File: config.mk
export PLATFORM = sky130hd
export DESIGN_NAME = cmd_clk_guard
export DESIGN_NICKNAME = d
export VERILOG_FILES = /design/src/rtl/guard_pkg.sv /design/src/rtl/clk_count_dp.sv /design/src/rtl/guard_ctrl.sv /design/src/rtl/cmd_clk_guard.sv
export SDC_FILE = /design/constraint.sdc
export NUM_CORES = 1
export LEC_CHECK = 0
export BUFFER_PORTS_ARGS = -buffer_cell sky130_fd_sc_hd__buf_2
export CAP_MARGIN = 10
export CORE_AREA = 2 2 39 41
export DETAILED_ROUTE_END_ITERATION = 10
export DIE_AREA = 0 0 41 43
export GPL_ROUTABILITY_DRIVEN = 0
export GPL_TIMING_DRIVEN = 0
export HOLD_SLACK_MARGIN = 0.12
export PLACE_DENSITY = 0.7
export SLEW_MARGIN = 15
export SYNTH_ARGS = -nofsm -noshare
export SYNTH_HDL_FRONTEND = slang
export SYNTH_SLANG_ARGS = --single-unit
File: constraint.sdc
create_clock -name clk -period 1.8 [get_ports clk]
set_input_delay 0.18 -clock clk [delete_from_list [all_inputs] [get_ports clk]]
set_output_delay 0.18 -clock clk [all_outputs]
set_load 0.02 [all_outputs]
File: src/rtl/guard_pkg.sv
`timescale 1ns/1ps
package guard_pkg;

  typedef enum logic [2:0] {
    OP_NONE  = 3'd0,
    OP_WRITE = 3'd1,
    OP_ERASE = 3'd2,
    OP_WRALL = 3'd3,
    OP_ERALL = 3'd4,
    OP_READ  = 3'd5,
    OP_WREN  = 3'd6,
    OP_WRDIS = 3'd7
  } op_e;

  // strobes from control to the count datapath
  typedef struct packed {
    logic clearCnt;
    logic markStart;
    logic advance;
  } strobe_t;

  function automatic logic isLongWrite(op_e op);
    return (op == OP_WRITE) || (op == OP_WRALL);
  endfunction

  function automatic logic isShortWrite(op_e op);
    return (op == OP_ERASE) || (op == OP_ERALL);
  endfunction

endpackage

File: src/rtl/clk_count_dp.sv
`timescale 1ns/1ps
module clk_count_dp
  import guard_pkg::*;
#(
  parameter int CNT_W = 6
) (
  input  logic             clk,
  input  logic             rstN,
  input  strobe_t          stb,
  output logic [CNT_W-1:0] cnt,
  output logic             started
);

  localparam logic [CNT_W-1:0] CNT_MAX = {CNT_W{1'b1}};

  always_ff @(posedge clk) begin
    if (!rstN) begin
      cnt     <= '0;
      started <= 1'b0;
    end else if (stb.clearCnt) begin
      cnt     <= '0;
      started <= 1'b0;
    end else if (stb.markStart) begin
      cnt     <= {{(CNT_W-1){1'b0}}, 1'b1};
      started <= 1'b1;
    end else if (stb.advance && (cnt != CNT_MAX)) begin
      cnt <= cnt + 1'b1;
    end
  end

endmodule

File: src/rtl/guard_ctrl.sv
`timescale 1ns/1ps
module guard_ctrl
  import guard_pkg::*;
#(
  parameter int ADDR_W = 6,
  parameter int CNT_W  = 6
) (
  input  logic             clk,
  input  logic             rstN,
  input  logic             csSync,
  input  logic             skRise,
  input  logic             diSync,
  input  logic [2:0]       opKind,
  input  logic             wrEnable,
  input  logic [CNT_W-1:0] cnt,
  input  logic             started,
  output strobe_t          stb,
  output logic             commitPulse,
  output logic             cancelPulse
);

  localparam int LONG_CLK  = ADDR_W + 19;
  localparam int SHORT_CLK = ADDR_W + 3;
  localparam logic [CNT_W-1:0] LONG_CNT  = CNT_W'(LONG_CLK);
  localparam logic [CNT_W-1:0] SHORT_CNT = CNT_W'(SHORT_CLK);

  logic csPrev;
  logic csFall;
  op_e  op;
  logic isWrite;
  logic lenOk;
  logic doCommit;
  logic doCancel;

  assign op     = op_e'(opKind);
  assign csFall = csPrev && !csSync;

  always_comb begin
    stb.clearCnt  = !csSync;
    stb.markStart = csSync && skRise && !started && diSync;
    stb.advance   = csSync && skRise && started;
  end

  always_comb begin
    isWrite = isLongWrite(op) || isShortWrite(op);
    if (isLongWrite(op))       lenOk = (cnt == LONG_CNT);
    else if (isShortWrite(op)) lenOk = (cnt == SHORT_CNT);
    else                       lenOk = 1'b0;
    doCommit = csFall && started && isWrite && lenOk && wrEnable;
    doCancel = csFall && started && isWrite && !(lenOk && wrEnable);
  end

  always_ff @(posedge clk) begin
    if (!rstN) begin
      csPrev      <= 1'b0;
      commitPulse <= 1'b0;
      cancelPulse <= 1'b0;
    end else begin
      csPrev      <= csSync;
      commitPulse <= doCommit;
      cancelPulse <= doCancel;
    end
  end

endmodule

File: src/rtl/cmd_clk_guard.sv
`timescale 1ns/1ps
module cmd_clk_guard
  import guard_pkg::*;
#(
  parameter int ADDR_W = 6
) (
  input  logic       clk,
  input  logic       rstN,
  input  logic       csSync,
  input  logic       skRise,
  input  logic       diSync,
  input  logic [2:0] opKind,
  input  logic       wrEnable,
  output logic       commitPulse,
  output logic       cancelPulse
);

  localparam int LONG_CLK = ADDR_W + 19;
  localparam int CNT_W    = $clog2(LONG_CLK + 1) + 1;

  strobe_t          stb;
  logic [CNT_W-1:0] cntVal;
  logic             startSeen;

  guard_ctrl #(.ADDR_W(ADDR_W), .CNT_W(CNT_W)) u_ctrl (
    .clk        (clk),
    .rstN       (rstN),
    .csSync     (csSync),
    .skRise     (skRise),
    .diSync     (diSync),
    .opKind     (opKind),
    .wrEnable   (wrEnable),
    .cnt        (cntVal),
    .started    (startSeen),
    .stb        (stb),
    .commitPulse(commitPulse),
    .cancelPulse(cancelPulse)
  );

  clk_count_dp #(.CNT_W(CNT_W)) u_dp (
    .clk    (clk),
    .rstN   (rstN),
    .stb    (stb),
    .cnt    (cntVal),
    .started(startSeen)
  );

endmodule

# Word-level counts from Yosys, hierarchy flattened

Index checks and enable logic that the tools add are counted.

Flip-flop bits (word level): 10
Word-level logic and storage cells: 41

Add/subtract/negate cells: 1
Equality and inequality tests: 7
Multiplexer cells: 4
Bitwise logic cells: 2
Reductions and logical operators: 21

Operators with widths:

| cell                  | number |
|---|---|
| $logic_and A1 B1 Y1   | 12 |
| $add A6 B1 Y6 const B | 1 |
| $eq A3 B2 Y1 const B  | 2 |
| $eq A6 B4 Y1 const B  | 1 |
| $eq A6 B5 Y1 const B  | 1 |
| $ne A6 B6 Y1 const B  | 1 |
| $mux W1               | 4 |
| $eq A3 B1 Y1 const B  | 1 |
| $eq A3 B3 Y1 const B  | 1 |
| $logic_not A1 Y1      | 3 |
| $logic_or A1 B1 Y1    | 3 |
| $reduce_or A3 Y1      | 1 |
| $not A1 Y1            | 2 |
| $reduce_and A2 Y1     | 1 |
| $reduce_bool A2 Y1    | 1 |

# Logic depth before layout (Yosys ltp)

Depth after elaboration: 7
Gate-level depth with buffers: 5
Gate-level depth less buffers: 5

# Hierarchy

From an unflattened synthesis, not the netlist that was laid out.

Cells, all modules: 58
Area total of the unflattened synthesis: 556.8 um^2

By module, submodules not included:

| module       | times used | cells an instance | area an instance (um^2) | seq. area each (um^2) |
|---|---|---|---|---|
| clk_count_dp | 1          | 37                | 355.3                   | 140.1 |
| guard_ctrl   | 1          | 21                | 201.4                   | 60.1 |

# Worst setup path after synthesis

Ideal clock, no wire load.

Path kind: reg-to-reg
Start point: register u_dp.cnt[0]
End point: register u_dp.cnt[0]
Library setup time: 62 ps
Arrival: 1,264 ps
Required time: 1,738 ps
Slack: 474 ps
Stages on the path, launching flop included: 5
Period minus slack after synthesis: 1,326 ps
Cells stage by stage: dfxtp_1 -> ha_1 -> and2_1 -> a2111o_1 -> nand3_1

Cells in the longest elaborated chain, start to end: 3
Elaborated cells on any way between the ends: 6
Those cells by class: add/sub: 1; eq/ne: 1; mux: 2; reduce/logical: 2

RTL lines:

| what                                                  | RTL line                               | RTL |
|---|---|---|
| start: declaration                                    | clk_count_dp.sv:10                     | `output logic [CNT_W-1:0] cnt,` |
| start signal: assignment                              | clk_count_dp.sv:24                     | `cnt <= {{(CNT_W-1){1'b0}}, 1'b1};` |
| start signal: assignment                              | clk_count_dp.sv:27                     | `cnt <= cnt + 1'b1;` |
| $add A6 B1 Y6 / $ne A6 B6 Y1 (equally long branches)  | clk_count_dp.sv:27, clk_count_dp.sv:26 |  |
| $mux W1 / $logic_and A1 B1 Y1 (equally long branches) | clk_count_dp.sv:26                     | `end else if (stb.advance && (cnt != CNT_MAX)) begin` |
| $mux W1 / $reduce_bool A2 Y1 (equally long branches)  | --                                     |  |

Parallel ways exist; a longest one is shown, timed or not. The select of a mux whose other input is x is not followed.
A chain may end at the register's enable or synchronous reset.

# Worst setup path in the final report

Ends and elaborated chain as after synthesis.

==> flow_metrics.py <==
metrics = {
    "clock_tree": {
        "hold_buffers": 0,
        "clk_path_buf_depth": 2,
        "cts-resized-gates": 0,
        "clk_pin_slew_ps": 60,
        "ctsHtreeMaxLevel": 1,
        "cts_root_buf": "clkbuf_4",
        "post_cts_buffers": 0,
        "cts-buffers-inserted": 3,
        "clk_latency_ps": 260,
        "cts_tree": "built",
        "clock_sinks": 10,
    },
    "floorplan": {
        "chipWidth_um": 41,
        "die_area_sq_um": 1763,
        "dieHeight_um": 43,
        "row_count": 14,
        "io_pins": 11,
        "core-area_sq_um": 1384,
        "start_util_pct": 41.32,
    },
    "layout": {
        "layout.cells.non_filler": 95,
        "drive_above_1_share_pct": 18.99,
        "nets": 92,
        "syn_to_final_growth_pct": 16.19,
        "diodes": 0,
        "post-route-util_pct": 48.01,
        "layout_common_cells": "buf_2, dfxtp_1, nor2_1, nand3_1",
    },
    "drt": {
        "drc": 0,
        "vias": 548,
        "postRouteAntennaNets": 0,
        "drt-pass1-iter-count": 4,
        "drt_iter0_drc": 8,
        "wl_mm": 1.137,
        "wl_per_cell_um": 11.97,
        "viasPerCell": 5.768,
    },
    "timing": {
        "fin_crit_sh_pct": 81.75,
        "tightest_slew_ps": 299.0,
        "slew_headroom_pct": 80.04,
        "fin_crit_ps": 1472,
        "finClkSkew_ps": 2.568,
        "rsz0062_at_grt": "false",
        "fin_ws_ps": 328.5,
        "fmax_mhz": 679.6,
        "finalSetupViolations": 0,
        "drv_slew": 0,
        "hold_viol_final": 0,
        "whs_ps": 176.7,
        "fin_tns_setup_ps": 0,
    },
    "pwr": {
        "power_density_nw_per_um2": 617.0,
        "irDropWorstVdd_mv": 0.2837,
        "leakage_nw": 0.2559,
    },
    "setup_path": {
        "worstPathArrival_ps": 1670,
        "path_cells": "ha_1 > and2_1 > a2111o_1 > nand3_1",
        "required_ps": 2000,
        "critPathMaxFanout": 9,
        "worst_setup_path_end_kind": "flip-flop",
        "critPathMaxStageDelay_ps": 410,
        "startpoint_type": "flip-flop",
        "critical-path-top-delay-family": "compound AO/OA/AOI/OAI gates",
        "path_class": "flip-flop to flip-flop",
        "worst_path_max_delay_cell": "a2111o_1",
        "cp_num_buf_inv": 0,
    },
    "global_routing": {
        "track_usage_pct": 15.90,
        "grt_max_degree": 10,
        "grt_pass1_vias": 466,
        "grt_pass1_wl_mm": 1.904,
        "overflow": 0,
        "antenna_found_initial": 0,
    },
    "synthesis": {
        "syn_area_sq_um": 571.8,
        "synthesis.nets": 77,
        "syn_inst": 66,
        "ys_seq_elements": 10,
        "synthDistinctLibCells": 27,
        "synth_warnings": 0,
        "synth-seq-area-share_pct": 35.01,
        "syn_avg_cell_area_sq_um": 8.664,
    },
    "placement": {
        "placed_cells": 92,
        "port_buffers": 10,
        "place_ws_ps": 349.9,
        "hpwl_um": 881.9,
    },
    "hold_path": {
        "hp-class": "input pin to flip-flop",
    },
    "status": {
        "outcome": "completed",
    },
    "job": {
        "drv_cap": 0,
    },
}
cell usage after synthesis, drive strengths merged:
library cell  count  area share [%]
nand4             2             2.2
nor4b             1             1.5
a2111o            1             2.0
buf               2             3.9
inv               3             2.0
a41oi             3             4.6
and3              2             2.2
a22oi             1             1.3
nand3             6             5.3
a21boi            1             1.3
o21a              1             1.3
ha                2             4.4
o32a              1             1.8
nand3b            2             2.6
mux2i             1             1.8
nand2             4             2.6
o2111ai           1             1.5
a21oi             4             3.5
xor2              1             1.5
o311a             1             1.8
nor3              2             1.8
a211oi            3             3.9
nor2              6             3.9
and2              3             3.3
dfxtp            10              35
nand4b            2             3.1
cell type report:
class / count / area [sq um]
Fill cell: 138 / 719.4
Inverter: 3 / 11.26
Sequential cell: 10 / 200.2
Buffer: 2 / 22.52
Clock buffer: 3 / 22.52
Multi-Input combinational cell: 51 / 337.8
Timing Repair Buffer: 10 / 50.05
Tap cell: 16 / 20.02
tightest hold or removal path, stage by stage:
cell and delay (ps):
buf_2 100, a21oi_1 60, nor2_1 70
report_power, final:
group	switching, mW	internal, mW
sequential	0.00385	0.224
clock	0.0717	0.0771
combinational	0.0186	0.0145
total	0.0942	0.316
stage by stage:
step | instance area (sq um) | total power [mW]
floorplan | 571.8 | 0.2480
global placement | 641.9 | 0.2656
detailed placement | 641.9 | 0.2665
CTS | 664.4 | 0.4165
global route | 664.4 | 0.4319
finish | 664.4 | 0.4099
layer usage:
metal / vias to the layer above / wire length [um] / GRT usage [%] / share of wire [%]
met5: - / 0 / 0 / 0
met4: 0 / 0 / 4.000 / 0
met3: 0 / 45 / 7.853 / 4.0
met2: 8 / 513 / 21.88 / 45
met1: 255 / 578 / 21.68 / 51
li1: 285 / - / - / -
worst paths after layout:
path / from / end / slack [ps] / cells past startpoint
max reg2reg: u_dp.cnt[0] / u_dp.cnt[0] / 330 / 4
min reg2reg: u_ctrl.csPrev / u_ctrl.commitPulse / 520 / 2
min: diSync / u_dp.started / 180 / 3
max: u_dp.cnt[0] / u_dp.cnt[0] / 330 / 4
sequential cells by signal, indices dropped and copies added (netlist names):
name / count
u_dp.started: 1
u_ctrl.commitPulse: 1
u_dp.cnt: 6
u_ctrl.cancelPulse: 1
u_ctrl.csPrev: 1
cells by family (layout without fill, tap and decap cells):
logic type      Yosys count  after routing  share of synthesized area [%]
fa+ha+maj                 2              2                          4.376
flops                    10             10                          35.01
buf+inv                   5             18                          5.908
compound gates           17             17                          22.98
simple gates             30             30                          28.45
xor+xnor                  1              1                          1.532
mux                       1              1                          1.751
No activity file was read; power rests on OpenSTA's default activity.
